## src/rtl/prbs_bist_pkg.sv

```systemverilog
package prbs_bist_pkg;

  localparam int LFSR_W = 15;

  // Strobes from control to datapath
  typedef struct packed {
    logic genSeed;   // reload generator LFSR
    logic genStep;   // advance generator one byte
    logic sendConst; // emit constant byte
    logic chkClear;  // clear checker datapath state
    logic chkLoad;   // shift received byte into checker state
    logic chkCmp;    // compare received byte with prediction
  } bistStrb_t;

  // Eight steps of x^15 + x^14 + 1; new byte sits in bits [7:0]
  function automatic logic [LFSR_W-1:0] lfsrStep8(input logic [LFSR_W-1:0] s);
    logic [LFSR_W-1:0] t;
    t = s;
    for (int i = 0; i < 8; i++) t = {t[LFSR_W-2:0], t[14] ^ t[13]};
    return t;
  endfunction

endpackage

```

## src/rtl/prbs_bist_ctrl.sv

```systemverilog
module prbs_bist_ctrl
  import prbs_bist_pkg::*;
#(
  parameter int LEN_W     = 11,
  parameter int GAP_W     = 8,
  parameter int CNT_W     = 8,
  parameter int MIN_GAP   = 12,
  parameter int SHORT_LEN = 64,
  parameter int LONG_LEN  = 1518,
  parameter int LOCK_RUN  = 32,
  parameter int WIN_LEN   = 64,
  parameter int WIN_ERR   = 8
) (
  input  logic             clk,
  input  logic             rstN,
  input  logic             start,
  input  logic             onePkt,
  input  logic             longPkt,
  input  logic [LEN_W-1:0] pktLen,
  input  logic [GAP_W-1:0] gapLen,
  input  logic [CNT_W-1:0] pktCount,
  input  logic             rxValid,
  input  logic             byteErr,
  output bistStrb_t        strb,
  output logic             txValid,
  output logic             busy,
  output logic             locked,
  output logic             syncLost
);
  localparam int RUN_W = $clog2(LOCK_RUN + 1);
  localparam int WIN_W = $clog2(WIN_LEN);
  localparam int WE_W  = $clog2(WIN_ERR);

  typedef enum logic [1:0] {G_IDLE, G_PKT, G_GAP} genSt_t;

  genSt_t           genSt;
  logic [LEN_W-1:0] byteCnt, lenReg;
  logic [GAP_W-1:0] gapCnt, gapReg;
  logic [CNT_W-1:0] leftReg;
  logic             constReg;
  logic             startAcc;

  logic             acquiring, acqCnt;
  logic [RUN_W-1:0] goodRun;
  logic [WIN_W-1:0] winCnt;
  logic [WE_W-1:0]  winErr;

  assign startAcc = start && (genSt == G_IDLE);
  assign busy     = (genSt != G_IDLE);
  assign txValid  = (genSt == G_PKT);

  always_comb begin
    strb.genSeed   = startAcc;
    strb.genStep   = (genSt == G_PKT);
    strb.sendConst = constReg;
    strb.chkClear  = startAcc;
    strb.chkLoad   = !startAcc && rxValid && acquiring;
    strb.chkCmp    = !startAcc && rxValid && !acquiring;
  end

  // Generator framing
  always_ff @(posedge clk or negedge rstN) begin
    if (!rstN) begin
      genSt    <= G_IDLE;
      byteCnt  <= '0;
      gapCnt   <= '0;
      lenReg   <= LEN_W'(1);
      gapReg   <= GAP_W'(MIN_GAP);
      leftReg  <= CNT_W'(1);
      constReg <= 1'b0;
    end else begin
      case (genSt)
        G_IDLE: if (start) begin
          genSt    <= G_PKT;
          byteCnt  <= '0;
          constReg <= onePkt;
          if (onePkt) lenReg <= longPkt ? LEN_W'(LONG_LEN) : LEN_W'(SHORT_LEN);
          else        lenReg <= (pktLen == '0) ? LEN_W'(1) : pktLen;
          gapReg   <= (gapLen < GAP_W'(MIN_GAP)) ? GAP_W'(MIN_GAP) : gapLen;
          leftReg  <= (onePkt || pktCount == '0) ? CNT_W'(1) : pktCount;
        end
        G_PKT: begin
          if (byteCnt == lenReg - LEN_W'(1)) begin
            genSt  <= G_GAP;
            gapCnt <= '0;
          end else byteCnt <= byteCnt + LEN_W'(1);
        end
        G_GAP: begin
          if (gapCnt == gapReg - GAP_W'(1)) begin
            if (leftReg == CNT_W'(1)) genSt <= G_IDLE;
            else begin
              leftReg <= leftReg - CNT_W'(1);
              byteCnt <= '0;
              genSt   <= G_PKT;
            end
          end else gapCnt <= gapCnt + GAP_W'(1);
        end
        default: genSt <= G_IDLE;
      endcase
    end
  end

  // Checker acquisition, lock and window supervision
  always_ff @(posedge clk or negedge rstN) begin
    if (!rstN) begin
      acquiring <= 1'b1;
      acqCnt    <= 1'b0;
      locked    <= 1'b0;
      syncLost  <= 1'b0;
      goodRun   <= '0;
      winCnt    <= '0;
      winErr    <= '0;
    end else if (startAcc) begin
      acquiring <= 1'b1;
      acqCnt    <= 1'b0;
      locked    <= 1'b0;
      syncLost  <= 1'b0;
      goodRun   <= '0;
      winCnt    <= '0;
      winErr    <= '0;
    end else if (strb.chkLoad) begin
      acqCnt <= ~acqCnt;
      if (acqCnt) acquiring <= 1'b0;
    end else if (strb.chkCmp) begin
      if (byteErr && winErr == WE_W'(WIN_ERR - 1)) begin
        syncLost  <= 1'b1;
        locked    <= 1'b0;
        acquiring <= 1'b1;
        acqCnt    <= 1'b0;
        goodRun   <= '0;
        winCnt    <= '0;
        winErr    <= '0;
      end else begin
        if (byteErr) goodRun <= '0;
        else if (goodRun != RUN_W'(LOCK_RUN)) goodRun <= goodRun + RUN_W'(1);
        if (!byteErr && goodRun == RUN_W'(LOCK_RUN - 1)) locked <= 1'b1;
        if (winCnt == WIN_W'(WIN_LEN - 1)) begin
          winCnt <= '0;
          winErr <= '0;
        end else begin
          winCnt <= winCnt + WIN_W'(1);
          winErr <= winErr + WE_W'(byteErr);
        end
      end
    end
  end

  AST_VALID_IN_BUSY: assert property (@(posedge clk) disable iff (!rstN)
    txValid |-> busy);
  AST_BUSY_RISE: assert property (@(posedge clk) disable iff (!rstN)
    (!busy && start) |=> busy);
  AST_LOST_STICKY: assert property (@(posedge clk) disable iff (!rstN)
    (syncLost && !start) |=> syncLost);
  AST_LOCK_CLEARED: assert property (@(posedge clk) disable iff (!rstN)
    $rose(syncLost) |-> !locked);

endmodule

```

## src/rtl/prbs_bist_dp.sv

```systemverilog
module prbs_bist_dp
  import prbs_bist_pkg::*;
#(
  parameter int          ERR_W      = 8,
  parameter logic [7:0]  CONST_BYTE = 8'hA5
) (
  input  logic             clk,
  input  logic             rstN,
  input  bistStrb_t        strb,
  input  logic             singleMode,
  input  logic [7:0]       rxData,
  output logic [7:0]       txData,
  output logic             byteErr,
  output logic [ERR_W-1:0] errCount
);
  localparam logic [LFSR_W-1:0] SEED    = '1;
  localparam logic [ERR_W-1:0]  ERR_MAX = '1;

  logic [LFSR_W-1:0] genState, genNext, chkState, chkNext;

  assign genNext = lfsrStep8(genState);
  assign chkNext = lfsrStep8(chkState);
  assign txData  = strb.sendConst ? CONST_BYTE : genNext[7:0];
  assign byteErr = strb.chkCmp && (chkNext[7:0] != rxData);

  always_ff @(posedge clk or negedge rstN) begin
    if (!rstN) genState <= SEED;
    else if (strb.genSeed) genState <= SEED;
    else if (strb.genStep) genState <= genNext;
  end

  always_ff @(posedge clk or negedge rstN) begin
    if (!rstN) chkState <= SEED;
    else if (strb.chkLoad) chkState <= {chkState[6:0], rxData};
    else if (strb.chkCmp) chkState <= chkNext;
  end

  always_ff @(posedge clk or negedge rstN) begin
    if (!rstN) errCount <= '0;
    else if (strb.chkClear) errCount <= '0;
    else if (byteErr && !(singleMode && errCount == ERR_MAX))
      errCount <= errCount + ERR_W'(1);
  end

  AST_ERR_SAT: assert property (@(posedge clk) disable iff (!rstN)
    (singleMode && errCount == ERR_MAX && !strb.chkClear) |=> errCount == ERR_MAX);
  AST_ERR_STEP: assert property (@(posedge clk) disable iff (!rstN)
    !strb.chkClear |=> (errCount == $past(errCount) ||
                        errCount == $past(errCount) + ERR_W'(1)));
  AST_NO_LOAD_ERR: assert property (@(posedge clk) disable iff (!rstN)
    strb.chkLoad |-> !byteErr);

endmodule

```

## src/rtl/prbs_pkt_bist.sv

```systemverilog
module prbs_pkt_bist
  import prbs_bist_pkg::*;
#(
  parameter int LEN_W     = 11,
  parameter int GAP_W     = 8,
  parameter int CNT_W     = 8,
  parameter int ERR_W     = 8,
  parameter int MIN_GAP   = 12,
  parameter int SHORT_LEN = 64,
  parameter int LONG_LEN  = 1518,
  parameter int LOCK_RUN  = 32,
  parameter int WIN_LEN   = 64,
  parameter int WIN_ERR   = 8
) (
  input  logic             clk,
  input  logic             rstN,
  input  logic             start,
  input  logic             singleMode,
  input  logic             onePkt,
  input  logic             longPkt,
  input  logic [LEN_W-1:0] pktLen,
  input  logic [GAP_W-1:0] gapLen,
  input  logic [CNT_W-1:0] pktCount,
  output logic [7:0]       txData,
  output logic             txValid,
  input  logic [7:0]       rxData,
  input  logic             rxValid,
  output logic             busy,
  output logic             locked,
  output logic             syncLost,
  output logic [ERR_W-1:0] errCount
);
  bistStrb_t strb;
  logic      byteErr;

  prbs_bist_ctrl #(
    .LEN_W(LEN_W), .GAP_W(GAP_W), .CNT_W(CNT_W), .MIN_GAP(MIN_GAP),
    .SHORT_LEN(SHORT_LEN), .LONG_LEN(LONG_LEN), .LOCK_RUN(LOCK_RUN),
    .WIN_LEN(WIN_LEN), .WIN_ERR(WIN_ERR)
  ) u_ctrl (
    .clk(clk), .rstN(rstN), .start(start), .onePkt(onePkt), .longPkt(longPkt),
    .pktLen(pktLen), .gapLen(gapLen), .pktCount(pktCount), .rxValid(rxValid),
    .byteErr(byteErr), .strb(strb), .txValid(txValid), .busy(busy),
    .locked(locked), .syncLost(syncLost)
  );

  prbs_bist_dp #(.ERR_W(ERR_W)) u_dp (
    .clk(clk), .rstN(rstN), .strb(strb), .singleMode(singleMode),
    .rxData(rxData), .txData(txData), .byteErr(byteErr), .errCount(errCount)
  );

endmodule

```

## config.mk

```make
export PLATFORM = sky130hd
export DESIGN_NAME = prbs_pkt_bist
export DESIGN_NICKNAME = d
export VERILOG_FILES = /design/src/rtl/prbs_bist_pkg.sv /design/src/rtl/prbs_bist_ctrl.sv /design/src/rtl/prbs_bist_dp.sv /design/src/rtl/prbs_pkt_bist.sv
export SDC_FILE = /design/constraint.sdc
export NUM_CORES = 1
export LEC_CHECK = 0
export ABC_AREA = 1
export CELL_PAD_IN_SITES_DETAIL_PLACEMENT = 0
export CELL_PAD_IN_SITES_GLOBAL_PLACEMENT = 2
export CORE_MARGIN = 1
export CORE_UTILIZATION = 34
export CTS_CLUSTER_SIZE = 10
export DETAILED_ROUTE_END_ITERATION = 10
export PLACE_DENSITY_LB_ADDON = 0.1
export SLEW_MARGIN = 40
export SYNTH_ARGS = -nofsm -noshare
export SYNTH_HDL_FRONTEND = slang
export SYNTH_SLANG_ARGS = --single-unit
```

## constraint.sdc

```tcl
create_clock -name clk -period 2.6 [get_ports clk]
set_input_delay 0.39 -clock clk [delete_from_list [all_inputs] [get_ports clk]]
set_output_delay 0.39 -clock clk [all_outputs]
set_load 0.01 [all_outputs]
```

==> flow_summary.ini, run 1 <==
[run_status]
status = finished, final reports clean

[setup_path]
crit_required_ns = 2.85
end_kind = flip-flop
crit_path_start_kind = flip-flop
arrival_ns = 2.60
cp_max_fo = 11
r2r_slack_ns = 0.25
criticalPathCategory = flip-flop to flip-flop
reg2regPathDepth = 15

[power]
leakagePower_nw = 3.540
powerDensity_nw_per_um2 = 1066
irDropWorstVdd_mv = 0.4833

[floorplanning]
die_x_um = 139.4
initial_utilization_pct = 35.26
num_rows = 49
fp.coreArea_um2 = 18210
io_pins = 62
die_area_um2 = 19440
die_h_um = 139.4

[timing]
clock.fmax_mhz = 425.4
skew_ns = 0.009017
setup_viol = 0
fin_crit_sh_pct = 90.41
tns_ns = 0
rsz0062_at_grt = false
maxSlewHeadroom_pct = 62.70
setup_slack_ns = 0.2492
worstMarginPinSlew_ns = 0.5575
drv_slew = 0
period_minus_slack_ns = 2.351
finalHoldViolations = 0

[clock_tree]
clock_sinks = 106
clock_path_buffers = 2
cts_hold_buffers = 0
cts_max_level = 3
clkSlewWorstSetupHoldPaths_ns = 0.07
clk_latency_ns = 0.36
cts_tree = done
cts_buffers = 9
cts_resized = 0
ctsRootBufferMaster = clkbuf_16
cts_setup_buffers = 0

[final_layout]
utilization_pct = 41.81
synthToLayoutAreaGrowth_pct = 18.57
layout-drive-gt1-share_pct = 10.01
nNetsFinal = 962
final_common_cell = nand2_1
layout_common_cells = nand2_1 (232), nand3_1 (90), inv_1 (81)

[global_routing]
grt_max_degree = 49
grt_overflow = 0
grt_pass1_vias = 5517
grtUsageTotal_pct = 18.04
antenna_found_initial = 1
grt_pass1_wl_um = 27960

[synthesis]
netlist_instances = 842
synth.distinct_cells = 42
synth_nets = 900
syn_area_per_cell_um2 = 7.625
syn_area_um2 = 6420
synth-seq-cells = 106
yosys_warnings = 0
ys_seq_area_share_pct = 42.00

[drt]
drtAntennaViolNets = 0
wl_per_cell_um = 14.56
finalWirelength_um = 16580
vias = 5633
drt_iter0_drc = 273
drcViolationCount = 0
via_per_inst = 4.946
drt_pass1_iterations = 7

[min_path]
hp-class = input pin to asynchronous set/reset pin

[placement]
gp_congestion = 0.8441
dp_slack_ns = 0.1362
io_buffers = 61
dp_hpwl_um = 12200

[job]
drv_cap = 0
==> cell type report <==
cell class	count	area (µm²)
diodes	1	2.502
clock buffers	12	267.8
clock inverters	4	31.28
fillers	1864	10600
inverters	89	334.1
multi-input cells	620	3246
flip-flops and latches	106	2696
well taps	229	286.5
repair buffers	78	748.2
==> synth_stat cells, drive strengths merged <==
library cell	number	area (µm²)
nand3	92	470.5
o211ai	7	52.55
nor4b	1	8.760
o221ai	7	61.31
inv	86	322.8
and2	1	6.260
nand3b	4	30.03
nor4	4	25.02
nor3b	4	30.03
xor2	23	201.4
xnor2	33	289.0
a21oi	18	90.09
clkinv	3	11.26
nor3	11	60.06
nand4	27	168.9
o21ai	46	230.2
o22ai	3	18.77
nand2	237	907.1
ha	16	200.2
or2	2	12.51
a211o	1	8.760
dfstp	35	919.6
nor2	77	334.1
a21o	1	7.510
a22oi	1	7.510
clkbuf	17	66.31
dfrtp	71	1777
buf	10	77.57
a31oi	4	25.02
==> state kept, by name (all words and copies together) (netlist names), 8 cells and up <==
| signal | cells |
|---|---|
| u_ctrl.byteCnt | 11 |
| u_ctrl.gapReg | 8 |
| u_dp.errCount | 8 |
| u_dp.genState | 15 |
| u_ctrl.gapCnt | 8 |
| u_dp.chkState | 15 |
| u_ctrl.lenReg | 11 |
| u_ctrl.leftReg | 8 |
==> final timing paths <==
| path | start | endpoint |
|---|---|---|
| max in group asynchronous | rstN | u_dp.chkState[13]$_DFFE_PN1P_ |
| hold reg to reg | u_ctrl.leftReg[1]$_DFFE_PN0P_ | u_ctrl.leftReg[1]$_DFFE_PN0P_ |
| setup reg to reg | u_ctrl.gapReg[0]$_DFFE_PN0P_ | u_ctrl.byteCnt[3]$_DFFE_PN0P_ |
| min in group clk | u_ctrl.leftReg[1]$_DFFE_PN0P_ | u_ctrl.leftReg[1]$_DFFE_PN0P_ |
| hold / removal | rstN | u_ctrl.gapCnt[2]$_DFFE_PN0P_ |
| setup / recovery | u_ctrl.gapReg[0]$_DFFE_PN0P_ | u_ctrl.byteCnt[3]$_DFFE_PN0P_ |
==> worst max-delay path, stage by stage, from the launching register on <==
cell and delay [ns]:
dfrtp_1 0.41, inv_2 0.08, ha_1 0.24, or2_1 0.25, nand2_1 0.06, nand2_1 0.04, nand2_1 0.05, nand3_1 0.09
nor2_2 0.15, nand2_1 0.07, nand2_1 0.07, nand2_2 0.07, nor2_4 0.24, nand2_2 0.23, nand2_1 0.12, nand2_1 0.06
==> power breakdown <==
part / leakage [nW] / internal [mW] / total [mW] / switching, mW
registers: 1.31 / 2.38 / 2.90 / 0.520
clock network: 0.151 / 0.746 / 1.41 / 0.663
logic: 2.08 / 1.47 / 3.81 / 2.34
==> cell families after synthesis <==
logic type                 count (synthesis)  synth area share (%)
adders and majority gates                 16                 3.118
DFF                                      106                 42.00
xor gates and xnor gates                  56                 7.640
and+or+nand+nor                          460                 31.98
AOI/OAI and AO/OA                         88                 7.815
buffers and inverters                    116                 7.445
==> metal layers <==
metal	wire [µm]	track usage, %
met5	0	0
met4	185	4.094
met3	596	3.854
met2	7988	30.94
met1	7810	23.13
==> stage by stage <==
| stage | power (mW) | instance area (µm²) | hold slack, ns | cells |
|---|---|---|---|---|
| 5_1_grt | 8.863 | 7610 | 0.03308 | 1138 |
| 3_5_place_dp | 6.793 | 7311 | 0.4000 | 1122 |
| 2_1_floorplan | 5.587 | 6420 | 0.09441 | 842 |
| 4_1_cts | 8.263 | 7610 | 0.02662 | 1138 |
| 6_report | 8.116 | 7612 | 0.001232 | 1139 |
| 3_3_place_gp | 6.739 | 7311 | 0.3992 | 1122 |
Note: power is estimated with default switching activity, not from simulation.
==> inputs of run 2 (changes only) <==
ABC_AREA = unset   (was 1)
CORE_UTILIZATION = 36   (was 34)
==> run 2 against run 1 <==
Net effect: the run now ends with setup timing left; first-iteration DRC count down 34%; setup slack worse by 0.77 ns; register-to-register slack worse by 0.77 ns; clock skew up 0.0015 ns; power up 8.1%; critical path depth down 3; global-route usage up 0.53 points; synthesized area down 1.9%; combinational power up 17%; routed wire length down 1.9%; core utilization up 8.3 points; sequential share of layout area down 3.5 points; critical path type unchanged; critical endpoint is now u_ctrl.byteCnt[0]$_DFFE_PN0P_; largest power group unchanged.
==> flow_summary.ini, run 2 <==
[placement]
dp_hpwl_um = 11520
dpl_cell_area_um2 = 7681
io_buffers = 61
gp_congestion = 0.7993

[clock_tree]
clk_latency_ns = 0.36
cts_buffers = 9
cts_max_level = 3
ctsRootBufferMaster = clkbuf_16
clkSlewWorstSetupHoldPaths_ns = 0.08
clock_path_buffers = 2
clock_sinks = 106
cts_tree = done

[timing]
skew_ns = 0.01050
worstMarginPinSlew_ns = 0.5696
maxSlewHeadroom_pct = 62.03
clock.fmax_mhz = 320.4
period_minus_slack_ns = 3.121
fin_crit_sh_pct = 120.0
setup_viol = 29
setup_slack_ns = -0.5208
rsz0062_at_grt = true
drv_slew = 0
finalHoldViolations = 0

[setup_path]
crit_required_ns = 2.84
criticalPathCategory = flip-flop to flip-flop
cp_max_fo = 7
end_kind = flip-flop
crit_path_start_kind = flip-flop
arrival_ns = 3.36

[global_routing]
grt_max_degree = 65
antenna_found_initial = 0
grt_overflow = 0
grtUsageTotal_pct = 18.57
grt_pass1_vias = 5506
grt_pass1_wl_um = 26780

[synthesis]
synth.top_cells.by_count = nand2_1 (100), dfrtp_1 (71), nor2_1 (51)
netlist_instances = 696
yosysTopAreaCell = dfrtp_1
synth-edff-count = 0
yosysMostFrequentCell = nand2_1
ys.flop_type = dfrtp_1
synth.distinct_cells = 68
synth_nets = 754
syn_area_um2 = 6296
syn_area_per_cell_um2 = 9.046
synth-seq-cells = 106
synth_area_leaders = dfrtp_1 (28%), dfstp_2 (15%), nand2_1 (6.0%)
synthArstFlopShare_pct = 100.0
ys_seq_area_share_pct = 42.83
synth_top_area_share_pct = 28.22
yosys_warnings = 0

[drt]
finalWirelength_um = 16260
drcViolationCount = 0
via_per_inst = 5.280
drt_iter0_drc = 180
drtAntennaViolNets = 0
drt_pass1_iterations = 4
vias = 5581
wl_per_cell_um = 15.39

[power]
p_int_mw = 5.378
swShare_pct = 38.69
irDropWorstVdd_mv = 0.4596
clkPwrFrac_pct = 16.3
p_sw_mw = 3.394
pwr-share-comb_pct = 50.6
powerDensity_nw_per_um2 = 1040
leakagePower_nw = 3.622
seqPwrFrac_pct = 33.1

[final_layout]
final_common_cell = nand2_1
stdcell_area_um2 = 8434
utilization_pct = 50.15
antenna_cells = 0
synthToLayoutAreaGrowth_pct = 33.96
top_regs = u_dp.chkState (15), u_dp.genState (15)
nNetsFinal = 890
layout-drive-gt1-share_pct = 25.69
layout_common_cells = nand2_1 (99), buf_4 (88), dfrtp_1 (71)

[run_status]
status = complete, but fails checks
violations = setup timing

[floorplanning]
num_rows = 47
die_area_um2 = 18020
die_h_um = 134.2
io_pins = 62
die_x_um = 134.2
fp.coreArea_um2 = 16820
initial_utilization_pct = 37.43

[min_path]
hp-class = input pin to asynchronous set/reset pin

[job]
drv_cap = 0
[run 2: path summary, 6_finish.rpt]
| path | startpoint | slack, ns | cells after the start | to |
|---|---|---|---|---|
| min reg2reg | u_dp.chkState[0]$_DFFE_PN1P_ | 0.48 | 2 | u_dp.chkState[0]$_DFFE_PN1P_ |
| min in group clk | u_dp.chkState[0]$_DFFE_PN1P_ | 0.48 | 2 | u_dp.chkState[0]$_DFFE_PN1P_ |
| max in group asynchronous | rstN | 1.53 | 3 | u_dp.chkState[9]$_DFFE_PN1P_ |
| max | u_ctrl.gapReg[1]$_DFFE_PN0P_ | -0.52 | 12 | u_ctrl.byteCnt[0]$_DFFE_PN0P_ |
| max reg2reg | u_ctrl.gapReg[1]$_DFFE_PN0P_ | -0.52 | 12 | u_ctrl.byteCnt[0]$_DFFE_PN0P_ |
| min | rstN | 0.37 | 2 | u_ctrl.leftReg[2]$_DFFE_PN0P_ |
[run 2: cell families (layout without fill, tap and decap cells)]
family / count (synthesis) / count (layout) / share of synthesized area (%)
multiplexers: 25 / 25 / 4.173
AO/OA/AOI/OAI: 156 / 156 / 16.55
buffers and inverters: 58 / 199 / 3.498
XOR/XNOR: 52 / 52 / 7.234
AND/OR/NAND/NOR: 283 / 283 / 22.54
flip-flops: 106 / 106 / 42.83
adder cells (fa/ha/maj): 16 / 16 / 3.180
[run 2: power groups by stage]
stage                     registers [mW]  clock network, mW  logic, mW
after floorplan                     2.77                  0       2.56
after global placement              2.90                  0       3.87
after detailed placement            2.92                  0       3.94
after CTS                           2.91               1.50       4.31
after global routing                3.00               1.55       4.91
final                               2.90               1.43       4.44
[run 2: repair_timing]
action	in CTS	in global routing
setup buffers	12	9
hold buffers	1	0
pin swaps	19	10
hold endpoints to repair	3	0
setup endpoints to repair	29	32
gates resized for setup	44	18
[run 2: layer usage]
layer	share of wire, %	vias to the layer above	GRT usage, %
li1	-	2766	-
met5	0	-	0
met3	2.8	17	3.439
met2	51	64	32.76
met4	1.5	0	6.117
met1	45	2734	22.70
[run 2: through the flow]
stage	cells	hold WS, ns	total power [mW]	setup TNS [ns]	setup slack [ns]
after floorplan	696	0.09441	5.327	-5.885	-0.4160
after global placement	1020	0.2006	6.766	-10.72	-0.5061
after detailed placement	1020	0.2014	6.862	-13.40	-0.6344
after CTS	1049	0.3548	8.716	-9.881	-0.5062
after global routing	1057	0.3748	9.450	-13.21	-0.6042
final	1057	0.3700	8.772	-10.37	-0.5208
[run 2: area by class of cell]
class / instances / area, µm²
clock inverter: 4 / 37.54
inverter: 24 / 90.09
tap: 220 / 275.3
clock buffer: 12 / 267.8
multi-input combinational: 532 / 3666
timing repair buffer: 159 / 1401
fill: 1596 / 8384
sequential: 106 / 2696
[run 2: worst max-delay path: stages (launching register included)]
cell,delay [ns]
dfrtp_1,0.40
inv_2,0.09
ha_4,0.13
or3b_4,0.37
or4_4,0.42
a2111o_1,0.44
o31ai_4,0.25
nand4_1,0.15
buf_6,0.16
buf_4,0.13
buf_6,0.11
nor2_4,0.07
mux2_4,0.29
==> inputs of run 3 (changes only) <==
CORE_UTILIZATION = 32   (was 36)
clock period = 2.8 ns   (was 2.6 ns; I/O delays follow)
==> run 3 against run 2 <==
Net effect: sequential cell count unchanged; cell count up 1.9%; die area is 12% higher; largest power group unchanged; worst hold slack got worse by 0.26 ns; largest cell class unchanged; power is 7.2% lower; setup slack improved by 0.23 ns; first-iteration DRC count is 11% higher; highest routed layer unchanged; via count shrank 1.7%; critical endpoint is now u_ctrl.leftReg[5]$_DFFE_PN0P_; the flow still finishes with violations (setup timing).
==> flow_summary.ini, run 3 (synthesis results as in run 2) <==
[run_status]
status = complete, but fails checks
violations = setup timing

[final_layout]
layout_common_cells = nand2_1 (99), dfrtp_1 (71), buf_4 (65)
antenna_cells = 0
final_common_cell = nand2_1
layout-drive-gt1-share_pct = 24.24
nNetsFinal = 870
synthToLayoutAreaGrowth_pct = 33.62
top_regs = u_dp.chkState (15), u_dp.genState (15)
utilization_pct = 44.24

[setup_path]
crit_path_start_kind = flip-flop
crit_required_ns = 3.04
cp_max_fo = 4
criticalPathCategory = flip-flop to flip-flop
crit_start = u_ctrl.gapReg[0]$_DFFE_PN0P_
arrival_ns = 3.33
r2r_start = u_ctrl.gapReg[0]$_DFFE_PN0P_
end_kind = flip-flop
r2r_slack_ns = -0.29

[clock_tree]
clk_latency_ns = 0.36
clock_sinks = 106
clock_path_buffers = 2
clkSlewWorstSetupHoldPaths_ns = 0.08
cts_tree = done
cts_max_level = 3
cts_hold_buffers = 0
ctsRootBufferMaster = clkbuf_16
cts_buffers = 9

[drt]
via_per_inst = 5.096
drtAntennaViolNets = 0
wl_per_cell_um = 15.28
vias = 5488
drcViolationCount = 0
drt_iter0_drc = 199
finalWirelength_um = 16460
drt_pass1_iterations = 5

[power]
leakagePower_nw = 3.562
powerDensity_nw_per_um2 = 967.4
irDropWorstVdd_mv = 0.3862

[timing]
drv_slew = 0
period_minus_slack_ns = 3.090
skew_ns = 0.008180
rsz0062_at_grt = true
finalHoldViolations = 0
worstMarginPinSlew_ns = 0.7618
clock.fmax_mhz = 323.7
setup_slack_ns = -0.2895
fin_crit_sh_pct = 110.3
setup_viol = 27
tns_ns = -3.802
maxSlewHeadroom_pct = 49.22

[global_routing]
grtUsageTotal_pct = 17.41
grt_overflow = 0
antenna_found_initial = 0
grt_pass1_wl_um = 27860
grt_max_degree = 52
grt_pass1_vias = 5596

[floorplanning]
die_x_um = 142.3
num_rows = 50
initial_utilization_pct = 33.11
fp.coreArea_um2 = 19020
io_pins = 62
die_h_um = 142.3
die_area_um2 = 20240

[min_path]
hp-class = input pin to asynchronous set/reset pin

[job]
drv_cap = 0

[placement]
dp_hpwl_um = 11840
gp_congestion = 0.8177
io_buffers = 61
## run 3: cell types whose count changed in the layout (fill, tap and decap cells not counted), sizes merged
cell         change
dlygate4sd3      -1
inv              +1
clkbuf           -3
bufinv           +1
clkinv           +1
buf             -19
## run 3: power by group
group	total [mW]	leakage [nW]	internal, mW	switching [mW]
combinational	4.02	2.09	2.05	1.97
sequential	2.74	1.32	2.18	0.552
clock	1.38	0.157	0.723	0.657
total	8.14	3.56	4.96	3.18
## run 3: worst paths after layout
check / depth (start not counted) / endpoint
worst max-delay path: 9 / u_ctrl.leftReg[5]$_DFFE_PN0P_
worst min-delay path: 1 / u_ctrl.leftReg[1]$_DFFE_PN0P_
worst max register to register: 9 / u_ctrl.leftReg[5]$_DFFE_PN0P_
worst min register to register: 2 / u_dp.chkState[2]$_DFFE_PN1P_
max in group asynchronous: 2 / u_dp.chkState[2]$_DFFE_PN1P_
min in group clk: 2 / u_dp.chkState[2]$_DFFE_PN1P_
## run 3: area by class of cell
class | count | area [µm²]
Inverter | 24 | 90.09
Tap cell | 260 | 325.3
Multi-Input combinational cell | 532 | 3726
Timing Repair Buffer | 139 | 1255
Fill cell | 1893 | 10610
Sequential cell | 106 | 2696
Clock buffer | 9 | 225.2
Clock inverter | 7 | 95.09
## run 3: repair_timing
action / 4_1_cts / 5_1_grt
endpoints found under the setup margin: 29 / 29
hold endpoints to repair: 0 / 0
gates resized for setup: 45 / 30
pin swaps: 28 / 14
setup buffers: 14 / 3
## run 3: critical path, stage by stage (launching register included)
cell and delay, ns:
dfrtp_1 0.42, inv_2 0.09, ha_4 0.12, or3b_4 0.37, or4_4 0.41, a2111o_1 0.45
or3_4 0.45, or4_4 0.43, mux2i_1 0.17, o21ai_1 0.07
## run 3: metrics by stage
stage / instance area (µm²) / setup WS, ns / cells / power (mW) / hold slack, ns
after detailed placement: 7610 / -0.3458 / 1046 / 6.271 / 0.4715
after global placement: 7610 / -0.2597 / 1046 / 6.206 / 0.4668
after floorplan: 6339 / -0.2160 / 696 / 4.925 / 0.1244
after CTS: 8234 / -0.2429 / 1074 / 8.063 / 0.1354
final: 8413 / -0.2895 / 1077 / 8.139 / 0.1135
after global routing: 8413 / -0.3760 / 1077 / 8.820 / 0.1510
## run 3: metal layers
| metal | vias up | routed length, µm | global-route usage, % |
|---|---|---|---|
| li1 | 2723 | - | - |
| met1 | 2693 | 7684 | 22.51 |
| met2 | 59 | 8152 | 29.51 |
| met3 | 13 | 452 | 3.836 |
| met4 | 0 | 170 | 3.962 |
| met5 | - | 0 | 0 |
